<file path="src/rtl/wdt_pkg.sv">
package wdt_pkg;

    // Window phase of the watchdog
    typedef enum logic [1:0] {
        WIN_LONG   = 2'd0,
        WIN_CLOSED = 2'd1,
        WIN_OPEN   = 2'd2
    } win_e;

    // Qualified frame events seen at chip-select deassertion
    typedef struct packed {
        logic trig;    // frame wrote the period field
        logic access;  // any frame ended
    } frame_ev_t;

    // A trigger is legal everywhere except the closed window
    function automatic logic trig_legal(win_e s);
        return s != WIN_CLOSED;
    endfunction

    // Running out of a window is a fault except for the closed window
    function automatic logic expiry_faults(win_e s);
        return s != WIN_CLOSED;
    endfunction

    // Phase entered when the closed window runs out
    function automatic win_e after_closed();
        return WIN_OPEN;
    endfunction

endpackage

</file>
<file path="src/rtl/wdt_frame_qual.sv">
module wdt_frame_qual
    import wdt_pkg::*;
(
    input  logic      frame_end,
    input  logic      field_wr,
    input  logic      lp_mode,
    input  logic      lp_keep,
    output frame_ev_t ev,
    output logic      active
);

    always_comb begin
        ev.access = frame_end;
        ev.trig   = frame_end & field_wr;
        active    = ~lp_mode | lp_keep;
    end

endmodule

</file>
<file path="src/rtl/wdt_window_timer.sv">
module wdt_window_timer #(
    parameter int CNT_W = 8
) (
    input  logic             clk,
    input  logic             rst,
    input  logic             tick,
    input  logic             clear,
    input  logic [CNT_W-1:0] limit_m1,
    output logic             expire
);

    logic [CNT_W-1:0] cnt_q;

    // Expiry: the tick that counts the last unit of the current window
    assign expire = tick & (cnt_q == limit_m1);

    always_ff @(posedge clk) begin
        if (rst || clear) begin
            cnt_q <= '0;
        end else if (tick) begin
            cnt_q <= expire ? '0 : cnt_q + 1'b1;
        end
    end

endmodule

</file>
<file path="src/rtl/wdt_window_ctrl.sv">
module wdt_window_ctrl
    import wdt_pkg::*;
#(
    parameter int CODE_W     = 2,
    parameter int HALF_BASE  = 8,
    parameter int LONG_TICKS = 256,
    parameter int CNT_W      = 8
) (
    input  logic              clk,
    input  logic              rst,
    input  logic              active,
    input  frame_ev_t         ev,
    input  logic [CODE_W-1:0] code,
    input  logic              expire,
    output logic [CNT_W-1:0]  limit_m1,
    output logic              cnt_clear,
    output logic              fault
);

    localparam logic [CNT_W-1:0] LONG_M1 = CNT_W'(LONG_TICKS - 1);
    localparam logic [CNT_W-1:0] BASE_M1 = CNT_W'(HALF_BASE - 1);

    win_e             state_q, state_d;
    logic [CNT_W-1:0] half_q, half_d;
    logic [CNT_W-1:0] half_new;

    // Half-period length (minus one) selected by the incoming code
    assign half_new = CNT_W'((HALF_BASE << code) - 1);

    always_comb begin
        state_d   = state_q;
        half_d    = half_q;
        cnt_clear = 1'b0;
        fault     = 1'b0;
        if (!active) begin
            state_d   = WIN_LONG;
            cnt_clear = 1'b1;
        end else if (ev.trig) begin
            if (trig_legal(state_q)) begin
                state_d   = WIN_CLOSED;
                half_d    = half_new;
                cnt_clear = 1'b1;
            end else begin
                fault = 1'b1;
            end
        end else if (expire) begin
            if (expiry_faults(state_q)) begin
                fault = 1'b1;
            end else begin
                state_d = after_closed();
            end
        end
        if (fault) begin
            state_d   = WIN_LONG;
            cnt_clear = 1'b1;
        end
    end

    always_ff @(posedge clk) begin
        if (rst) begin
            state_q <= WIN_LONG;
            half_q  <= BASE_M1;
        end else begin
            state_q <= state_d;
            half_q  <= half_d;
        end
    end

    assign limit_m1 = (state_q == WIN_LONG) ? LONG_M1 : half_q;

endmodule

</file>
<file path="src/rtl/wdt_fault_out.sv">
module wdt_fault_out (
    input  logic clk,
    input  logic rst,
    input  logic fault,
    input  logic access,
    output logic rst_req,
    output logic stby_req,
    output logic wd_flag
);

    always_ff @(posedge clk) begin
        if (rst) begin
            rst_req  <= 1'b0;
            stby_req <= 1'b0;
            wd_flag  <= 1'b0;
        end else begin
            rst_req  <= fault;
            stby_req <= fault;
            if (fault) begin
                wd_flag <= 1'b1;
            end else if (access) begin
                wd_flag <= 1'b0;
            end
        end
    end

endmodule

</file>
<file path="src/rtl/spi_window_wdt.sv">
module spi_window_wdt
    import wdt_pkg::*;
#(
    parameter int CODE_W     = 2,
    parameter int HALF_BASE  = 8,
    parameter int LONG_TICKS = 256
) (
    input  logic              clk,
    input  logic              rst,
    input  logic              tick,
    input  logic              frame_end,
    input  logic              field_wr,
    input  logic [CODE_W-1:0] period_code,
    input  logic              lp_mode,
    input  logic              lp_keep,
    output logic              rst_req,
    output logic              stby_req,
    output logic              wd_flag
);

    localparam int MAX_HALF = HALF_BASE << ((1 << CODE_W) - 1);
    localparam int MAX_WIN  = (LONG_TICKS > MAX_HALF) ? LONG_TICKS : MAX_HALF;
    localparam int CNT_W    = $clog2(MAX_WIN);

    frame_ev_t        ev;
    logic             active;
    logic             expire;
    logic             cnt_clear;
    logic             fault;
    logic [CNT_W-1:0] limit_m1;

    wdt_frame_qual u_qual (
        .frame_end (frame_end),
        .field_wr  (field_wr),
        .lp_mode   (lp_mode),
        .lp_keep   (lp_keep),
        .ev        (ev),
        .active    (active)
    );

    wdt_window_timer #(.CNT_W(CNT_W)) u_timer (
        .clk      (clk),
        .rst      (rst),
        .tick     (tick),
        .clear    (cnt_clear),
        .limit_m1 (limit_m1),
        .expire   (expire)
    );

    wdt_window_ctrl #(
        .CODE_W     (CODE_W),
        .HALF_BASE  (HALF_BASE),
        .LONG_TICKS (LONG_TICKS),
        .CNT_W      (CNT_W)
    ) u_ctrl (
        .clk       (clk),
        .rst       (rst),
        .active    (active),
        .ev        (ev),
        .code      (period_code),
        .expire    (expire),
        .limit_m1  (limit_m1),
        .cnt_clear (cnt_clear),
        .fault     (fault)
    );

    wdt_fault_out u_out (
        .clk      (clk),
        .rst      (rst),
        .fault    (fault),
        .access   (ev.access),
        .rst_req  (rst_req),
        .stby_req (stby_req),
        .wd_flag  (wd_flag)
    );

endmodule

</file>
<file path="config.mk">
export PLATFORM = sky130hd
export DESIGN_NAME = spi_window_wdt
export DESIGN_NICKNAME = d
export VERILOG_FILES = /design/src/rtl/wdt_pkg.sv /design/src/rtl/wdt_frame_qual.sv /design/src/rtl/wdt_window_timer.sv /design/src/rtl/wdt_window_ctrl.sv /design/src/rtl/wdt_fault_out.sv /design/src/rtl/spi_window_wdt.sv
export SDC_FILE = /design/constraint.sdc
export NUM_CORES = 1
export LEC_CHECK = 0
export ABC_CLOCK_PERIOD_IN_PS = 3640
export BUFFER_PORTS_ARGS = -buffer_cell sky130_fd_sc_hd__clkbuf_2
export CORE_MARGIN = 2
export CORE_UTILIZATION = 58
export DETAILED_ROUTE_END_ITERATION = 10
export GPL_TIMING_DRIVEN = 0
export HOLD_SLACK_MARGIN = 0.03
export PLACE_DENSITY = 0.8
export SLEW_MARGIN = 20
export SYNTH_ARGS = -nofsm -noshare
export SYNTH_HDL_FRONTEND = slang
export SYNTH_SLANG_ARGS = --single-unit
</file>
<file path="constraint.sdc">
create_clock -name clk -period 3.64 [get_ports clk]
set_input_delay 0.546 -clock clk [delete_from_list [all_inputs] [get_ports clk]]
set_output_delay 0.546 -clock clk [all_outputs]
set_load 0.1 [all_outputs]
</file>
==> flow_summary.toml, run 1 <==
[cts]
cts_setup_buffers = 0
cts_num_sinks = 16
maximum_clock_path_buffer_count = 2
clk_latency_ns = 0.29
tritoncts_clock_tree = "done"
hold_buffers_post_cts = 0
ctsRootBufferMaster = "clkbuf_4"
clk_pin_slew_ns = 0.10
h-tree-depth = 1
cts_resized = 0
tritoncts.num_buffers = 3

[layout]
layout_commonest_cell = "dfxtp_1"
finalInstanceArea_um2 = 971
layout-drive-gt1-share_pct = 21.2
area_growth_syn_to_layout_pct = 12.8
antennaDiodeCount = 0
final_nets = 125
fin_cells = 128
most-common-layout-cells = "dfxtp_1, clkbuf_2, nor2_1, nor3_1, nand2_1"

[placement]
hpwlAfterDp_mm = 1.15
dpl_worst_slack_ns = 1.90
placed_cell_areas_um2 = 935
final_estimated_routing_congestion_in_global_placement = 0.717
numPortBuffers = 11
placedCellCount = 124

[global_route]
grt_first_pass_wirelength_mm = 2.40
global_route.usage.met3_pct = 2.59
gr-usage-met2_pct = 28.9
globalRouteMet1Util_pct = 22.1
grt.overflow.total = 0
number_of_antenna_violations_at_the_first_check_in_global_routing = 0
globalRoute.busiestLayer = "met2"
grt_pass1_vias = 594
grt_max_degree = 11
groute.usage.overall_pct = 17.4

[floorplan]
rows = 13
starting_density_of_the_core_pct = 63.8
dieHeight_um = 42.5
floorplan.core_area_um2 = 1350
die_area_um2 = 1810
die_w_um = 42.5
io-pin-count = 12

[outcome]
outcome = "complete, no violations"

[timing]
timing.final.setup_violations = 0
finalMaxSlewViolations = 0
fin_setup_tns_ns = 0
rsz_0062_raised_after_global_routing = "no"
fmax_ghz = 0.586
slew-limit-headroom_pct = 64.3
finalClockSkew_ns = 0.00813
final-hold-violation-count = 0
worstMarginPinSlew_ns = 0.538
min_period_over_period_pct = 46.9
period_needed_ns = 1.71
setup_slack_ns = 1.93

[drt]
detail-route-antenna-nets = 0
detail_route.wl_per_cell_um = 11.6
routed_wl_mm = 1.48
remaining_drc_errors = 0
initialDrtViolationCount = 3
firstDrtPassIters = 4
routed-via-count = 732
route.detailed.vias_per_inst = 5.72

[setup_path]
sum_of_buffers_and_inverters_on_the_critical_path = 2
cp-end-kind = "output port"
critical_path.slowest_cell = "clkbuf_2"
critical_path.top_delay_family = "buffers and inverters"
timing.critical_path.from_type = "flop"
timing.critical_path.cells = "buf_4 > clkbuf_2"
worst_ep_arrival_time_ns = 1.16
timing.critical_path.slowest_cell_delay_ns = 0.44
worstPathMaxFanout = 2
required_ns = 3.09
critPathKind = "reg2out"

[hold_path]
min-delay-path-class = "in2reg"

[synthesis]
synth_ff_type = "dfxtp_1"
yosys_register_bits = 16
synth_area_per_cell_um2 = 8.78
ys_warn_count = 0
syn-cell-area_um2 = 861
postSynthCellCount = 98
sequential_area_share_after_synthesis_pct = 37.2
async_flop_share_pct = 0
number_of_enable_flip_flop_cells_after_synthesis = 0
synth.distinct_cells = 34
mapped_nets = 109

[power]
static-leakage-power_nw = 0.380
finalPower_mw = 0.337
p_per_area_nw_per_um2 = 347
ir_worst_vdd_mv = 0.198

[job]
timing.max_cap.violations = 0
-- Yosys cell counts (2+ instances only) --
master,n,area (um^2)
o22ai_1,2,12.5
nand2_1,7,26.3
xnor2_1,4,35.0
nand4_1,5,31.3
inv_1,4,15.0
mux2i_1,3,30.0
nand3_1,2,10.0
dfxtp_1,16,320
nor2_1,9,33.8
nor3_1,9,45.0
nor2b_1,2,12.5
a21oi_1,5,25.0
nand2b_1,5,31.3
ha_1,2,25.0
xor2_1,4,35.0
-- flip-flops by register name (all words and copies together) (netlist names) --
| register | flops |
|---|---|
| u_timer.cnt_q | 8 |
| u_ctrl.state_q | 2 |
| u_out.wd_flag | 1 |
| u_out.stby_req | 1 |
| u_ctrl.half_q | 4 |
-- through the flow --
stage	hold slack [ns]	util (%)
finish	0.476	71.9
global route	0.492	71.9
CTS	0.475	71.9
detailed placement	0.459	69.2
global placement	0.460	69.2
floorplan	0.440	-
-- logic make-up (layout without fill, tap and decap cells) --
family / Yosys count / in the layout / share of synthesized area [%]
AOI/OAI and AO/OA: 14 / 14 / 12.5
xor gates and xnor gates: 8 / 8 / 8.14
buffers and inverters: 7 / 22 / 4.50
and+or+nand+nor: 48 / 48 / 31.3
DFF: 16 / 16 / 37.2
muxes: 3 / 3 / 3.49
adders and majority gates: 2 / 2 / 2.91
-- power by group --
group / switching (mW) / internal, mW / total (mW)
logic: 0.0217 / 0.0155 / 0.0371
clock network: 0.0565 / 0.0609 / 0.117
registers: 0.00328 / 0.179 / 0.182
-- layer usage --
| metal | wire length [um] | vias to the layer above |
|---|---|---|
| li1 | - | 379 |
| met1 | 708 | 338 |
| met2 | 720 | 13 |
| met3 | 45 | 2 |
| met4 | 5 | 0 |
| met5 | 0 | - |
-- worst paths after layout --
| kind | from | end | slack [ns] | cells past startpoint |
|---|---|---|---|---|
| min reg2reg | u_ctrl.half_q[7]$_SDFFE_PP0P_ | u_ctrl.half_q[7]$_SDFFE_PP0P_ | 0.48 | 2 |
| min | rst | u_ctrl.half_q[7]$_SDFFE_PP0P_ | 0.48 | 2 |
| max | u_out.stby_req$_SDFF_PP0_ | stby_req | 1.93 | 2 |
| max reg2reg | u_timer.cnt_q[0]$_SDFFE_PP0P_ | u_ctrl.state_q[1]$_SDFFE_PP0P_ | 2.06 | 6 |
-- layout make-up --
cell class | count | area (um^2)
multi-input combinational | 75 | 502
buffer | 3 | 23.8
sequential | 16 | 320
fill | 118 | 379
clock buffer | 4 | 36.3
tap | 15 | 18.8
inverter | 4 | 15.0
timing repair buffer | 11 | 55.1
(Power assumes the default switching activity.)
==> inputs of run 2 (changes only) <==
Settings changed: ABC_CLOCK_PERIOD_IN_PS 3640 to 1680, CORE_UTILIZATION 58 to 54, PLACE_DENSITY 0.8 to 0.76.
Clock period 3.64 ns to 1.68 ns, I/O delays scaled along.
==> run 2 against run 1 <==
  * Critical path depth grew 4
  * Die area increased by 6.7%
  * Flip-flop and latch count did not move
  * Cell count grew 0.78%
  * Register-to-register slack got worse by 2.0 ns
==> flow_summary.toml, run 2 (same netlist as run 1, synthesis figures left out) <==
[outcome]
outcome = "complete, no violations"

[timing]
fmax_ghz = 0.631
timing.final.setup_violations = 0
final-hold-violation-count = 0
min_period_over_period_pct = 94.4
finalMaxSlewViolations = 0
fin_setup_tns_ns = 0
period_needed_ns = 1.59
slew-limit-headroom_pct = 64.3
finalClockSkew_ns = 0.0104
rsz_0062_raised_after_global_routing = "no"
worstMarginPinSlew_ns = 0.538

[power]
finalPower_mw = 0.730
p_per_area_nw_per_um2 = 750
ir_worst_vdd_mv = 0.513
static-leakage-power_nw = 0.380

[layout]
antennaDiodeCount = 0
finalInstanceArea_um2 = 972
regMostFlops = "u_timer.cnt_q"
fillerInstances = 128
most-common-layout-cells = "dfxtp_1, clkbuf_2, nor2_1, nor3_1, nand2_1"
largestRegisters = "u_timer.cnt_q (8), u_ctrl.half_q (4), u_ctrl.state_q (2)"
final_nets = 125
final-seq-area_um2 = 320
largest_register_ff_count = 8
multi_input_comb_area_um2 = 502
layout-drive-gt1-share_pct = 21.2
area_growth_syn_to_layout_pct = 12.9
layout_commonest_cell = "dfxtp_1"

[cts]
clk_pin_slew_ns = 0.10
hold_buffers_post_cts = 0
cts_resized = 0
ctsRootBufferMaster = "clkbuf_4"
cts_num_sinks = 16
maximum_clock_path_buffer_count = 2
cts_setup_buffers = 0
clk_latency_ns = 0.29
tritoncts.num_buffers = 3
tritoncts_clock_tree = "done"
h-tree-depth = 1

[drt]
detail-route-antenna-nets = 0
routed-via-count = 712
remaining_drc_errors = 0
route.detailed.vias_per_inst = 5.52
detail_route.wl_per_cell_um = 11.5
initialDrtViolationCount = 6
firstDrtPassIters = 4
routed_wl_mm = 1.49

[global_route]
grt.overflow.total = 0
grt_first_pass_wirelength_mm = 2.66
gr-usage-met2_pct = 30.0
grt_max_degree = 11
groute.usage.overall_pct = 18.7
grt_pass1_vias = 658
globalRouteMet1Util_pct = 23.0
globalRoute.busiestLayer = "met2"
global_route.usage.met3_pct = 5.00
number_of_antenna_violations_at_the_first_check_in_global_routing = 0

[placement]
hpwlAfterDp_mm = 1.11
placed_cell_areas_um2 = 936
numPortBuffers = 11
final_estimated_routing_congestion_in_global_placement = 0.739

[floorplan]
floorplan.core_area_um2 = 1510
die_w_um = 43.9
dieHeight_um = 43.9
io-pin-count = 12
die_area_um2 = 1930
starting_density_of_the_core_pct = 57.1
rows = 14

[hold_path]
min-delay-path-class = "in2reg"

[job]
timing.max_cap.violations = 0

[setup_path]
cp-end-kind = "flop"
worst_ep_arrival_time_ns = 1.81
critPathKind = "reg2reg"
timing.critical_path.from_type = "flop"
required_ns = 1.90
worstPathMaxFanout = 10
[run 2: per-stage QoR]
step | setup slack [ns] | instances | hold WS [ns] | util [%]
after floorplan | 0.0718 | 98 | 0.321 | -
after global placement | 0.140 | 125 | 0.460 | 62.1
after detailed placement | 0.0896 | 125 | 0.476 | 62.1
after CTS | 0.0785 | 129 | 0.169 | 64.5
after global routing | 0.00419 | 129 | 0.177 | 64.5
final | 0.0947 | 129 | 0.179 | 64.5
[run 2: routing by layer]
metal	vias to the layer above	wire [um]
li1	379	-
met1	322	712
met2	9	722
met3	2	44
met4	0	9
met5	-	0
[run 2: path summary, 6_finish.rpt]
kind              slack, ns  depth (start not counted)                     startpoint                             end
setup / recovery       0.09                          6  u_timer.cnt_q[0]$_SDFFE_PP0P_  u_ctrl.state_q[1]$_SDFFE_PP0P_
hold reg to reg        0.49                          2  u_ctrl.half_q[7]$_SDFFE_PP0P_   u_ctrl.half_q[7]$_SDFFE_PP0P_
hold / removal         0.18                          2                            rst   u_ctrl.half_q[5]$_SDFFE_PP0P_
setup reg to reg       0.09                          6  u_timer.cnt_q[0]$_SDFFE_PP0P_  u_ctrl.state_q[1]$_SDFFE_PP0P_
[run 2: worst max-delay path: stages (launching register included)]
cell and delay, ns:
dfxtp_1 0.37, ha_1 0.17, and3_1 0.20, o21ai_0 0.10, and4bb_4 0.35, buf_6 0.15
mux2i_1 0.19
[run 2: report_power, final]
group	switching [mW]	internal [mW]	leakage [nW]
Clock	0.122	0.132	0.0210
Sequential	0.00707	0.388	0.130
Combinational	0.0478	0.0333	0.230
Total	0.176	0.553	0.380
[run 2: final cells by class]
type / instances / area share (%)
Multi-Input combinational cell: 75 / 51.6
Sequential cell: 16 / 32.9
Timing Repair Buffer: 11 / 5.66
Clock buffer: 4 / 3.73
Buffer: 3 / 2.45
Tap cell: 16 / 2.06
Inverter: 4 / 1.54
==> inputs of run 3 (changes only) <==
Settings changed: CORE_UTILIZATION 54 to 45, PLACE_DENSITY 0.76 to 0.65.
==> run 3 against run 2 <==
  * Cell area grew 1.3%
  * Flip-flop and latch count stayed put
  * Worst setup slack gained 0.026 ns
  * Die area up 18%
  * Via count rose by 0.98%
  * Count of clock-buffer cells in the layout unchanged
  * Global-route usage is 2.6 points lower
  * Wire length rose by 2.1%
  * Hold slack gained 0.016 ns
  * Sequential share of layout area decreased by 0.29 points
  * Largest cell class unchanged
  * Highest routed layer unchanged
==> flow_summary.toml, run 3 (same netlist as run 1, synthesis figures left out) <==
[outcome]
outcome = "complete, no violations"

[drt]
detail_route.wl_per_cell_um = 11.0
top_layer_used = "met4"
remaining_drc_errors = 0
routed-via-count = 719
routedLengthMet1_um = 745
route.detailed.vias_per_inst = 5.21
initialDrtViolationCount = 4
routed_wl_mm = 1.52
detailroute.wirelength.met3_um = 38
firstDrtPassIters = 3
detail-route-antenna-nets = 0
met2RoutedLength_um = 722

[global_route]
grt_pass1_vias = 614
grt_max_degree = 11
groute.usage.overall_pct = 16.1
grt_first_pass_wirelength_mm = 2.53
grt.overflow.total = 0
number_of_antenna_violations_at_the_first_check_in_global_routing = 0

[setup_path]
crit-reg2reg-launch = "u_timer.cnt_q[1]$_SDFFE_PP0P_"
critPathKind = "reg2reg"
worst_ep_arrival_time_ns = 1.78
cp-end-kind = "flop"
worstSetupStartpoint = "u_timer.cnt_q[1]$_SDFFE_PP0P_"
timing.critical_path.slowest_cell_delay_ns = 0.36
worstPathMaxFanout = 10
required_ns = 1.90
timing.critical_path.from_type = "flop"
timing.critical_path.cells = "ha_1 > and3_1 > o21ai_0 > and4bb_4 > buf_6 > mux2i_1"
critical_path.slowest_cell = "dfxtp_1"

[power]
switching_share_of_power_pct = 24.1
static-leakage-power_nw = 0.381
share_comb_of_total_power_pct = 11.1
p_switching_mw = 0.176
p_clk_share_pct = 34.7
internal-power_mw = 0.554
p_per_area_nw_per_um2 = 741
ir_worst_vdd_mv = 0.364
finalPower_mw = 0.730
power.share.sequential_pct = 54.2

[layout]
largestRegisters = "u_timer.cnt_q (8), u_ctrl.half_q (4), u_ctrl.state_q (2)"
layout_commonest_cell = "dfxtp_1"
utilization_pct = 55.8
area_growth_syn_to_layout_pct = 14.4
fillerInstances = 182
final_nets = 125
antennaDiodeCount = 0
layout-drive-gt1-share_pct = 22.1
finalInstanceArea_um2 = 985
regMostFlops = "u_timer.cnt_q"
most-common-layout-cells = "dfxtp_1, clkbuf_2, nor2_1, nor3_1, nand2_1"
largest_register_ff_count = 8

[timing]
fin_setup_tns_ns = 0
period_needed_ns = 1.56
finalMaxSlewViolations = 0
min_period_over_period_pct = 92.8
fmax_ghz = 0.641
final-hold-violation-count = 0
worstMarginPinSlew_ns = 0.541
slew-limit-headroom_pct = 64.1
finalClockSkew_ns = 0.00185
rsz_0062_raised_after_global_routing = "no"
timing.final.setup_violations = 0

[floorplan]
die_area_um2 = 2280
dieHeight_um = 47.7
rows = 15
die_w_um = 47.7
floorplan.core_area_um2 = 1760
io-pin-count = 12
starting_density_of_the_core_pct = 48.8

[placement]
final_estimated_routing_congestion_in_global_placement = 0.737
numPortBuffers = 11
placed_cell_areas_um2 = 947
hpwlAfterDp_mm = 1.16

[cts]
tritoncts.num_buffers = 3
cts_num_sinks = 16
maximum_clock_path_buffer_count = 2
ctsRootBufferMaster = "clkbuf_4"
cts_setup_buffers = 0
cts_resized = 0
hold_buffers_post_cts = 0
h-tree-depth = 1
tritoncts_clock_tree = "done"
clk_latency_ns = 0.28
clk_pin_slew_ns = 0.10

[hold_path]
timing.hold.worst.start = "rst"
min-delay-path-class = "in2reg"

[job]
timing.max_cap.violations = 0
[run 3: cell types whose count changed in the layout (fill, tap and decap cells not counted)]
cell and delta:
dfxtp_2 +1, dfxtp_1 -1
[run 3: power groups by stage]
stage               logic (mW)  clock network, mW  registers (mW)
detailed placement      0.0809                  0           0.404
CTS                     0.0814              0.261           0.395
finish                  0.0810              0.253           0.396
global placement        0.0786                  0           0.404
global route            0.0907              0.272           0.397
floorplan               0.0535                  0           0.406
[run 3: worst paths after layout]
check | slack (ns) | endpoint | cells after the start
min | 0.20 | u_ctrl.half_q[7]$_SDFFE_PP0P_ | 2
min reg2reg | 0.48 | u_ctrl.half_q[7]$_SDFFE_PP0P_ | 2
max reg2reg | 0.12 | u_ctrl.state_q[1]$_SDFFE_PP0P_ | 6
max | 0.12 | u_ctrl.state_q[1]$_SDFFE_PP0P_ | 6
[run 3: layer usage]
metal	up-vias	GRT usage, %
met2	8	24.5
li1	379	-
met4	0	8.11
met3	2	4.53
met1	330	20.7
met5	-	0
[run 3: critical path, delay by kind of cell, from the launching register on]
| family | cells | cell delay, ns |
|---|---|---|
| adders and majority gates | 1 | 0.17 |
| buffers and inverters | 1 | 0.15 |
| and+or+nand+nor | 2 | 0.55 |
| DFF | 1 | 0.36 |
| AOI/OAI and AO/OA | 1 | 0.09 |
| muxes | 1 | 0.17 |
[run 3: stage by stage]
stage                     hold WS (ns)  worst slack (ns)  instances
final                            0.195             0.120        138
after floorplan                  0.321            0.0718         98
after global routing             0.189            0.0115        138
after CTS                        0.188            0.0731        138
after global placement           0.461             0.126        134
after detailed placement         0.476            0.0962        134
[run 3: layout make-up]
class / instances / area [um^2] / share of cell area, %
tap: 25 / 31.3 / 3.18
multi-input combinational: 75 / 502 / 51.0
inverter: 4 / 15.0 / 1.52
timing repair buffer: 11 / 55.1 / 5.59
buffer: 3 / 23.8 / 2.41
sequential: 16 / 322 / 32.7
clock buffer: 4 / 36.3 / 3.68
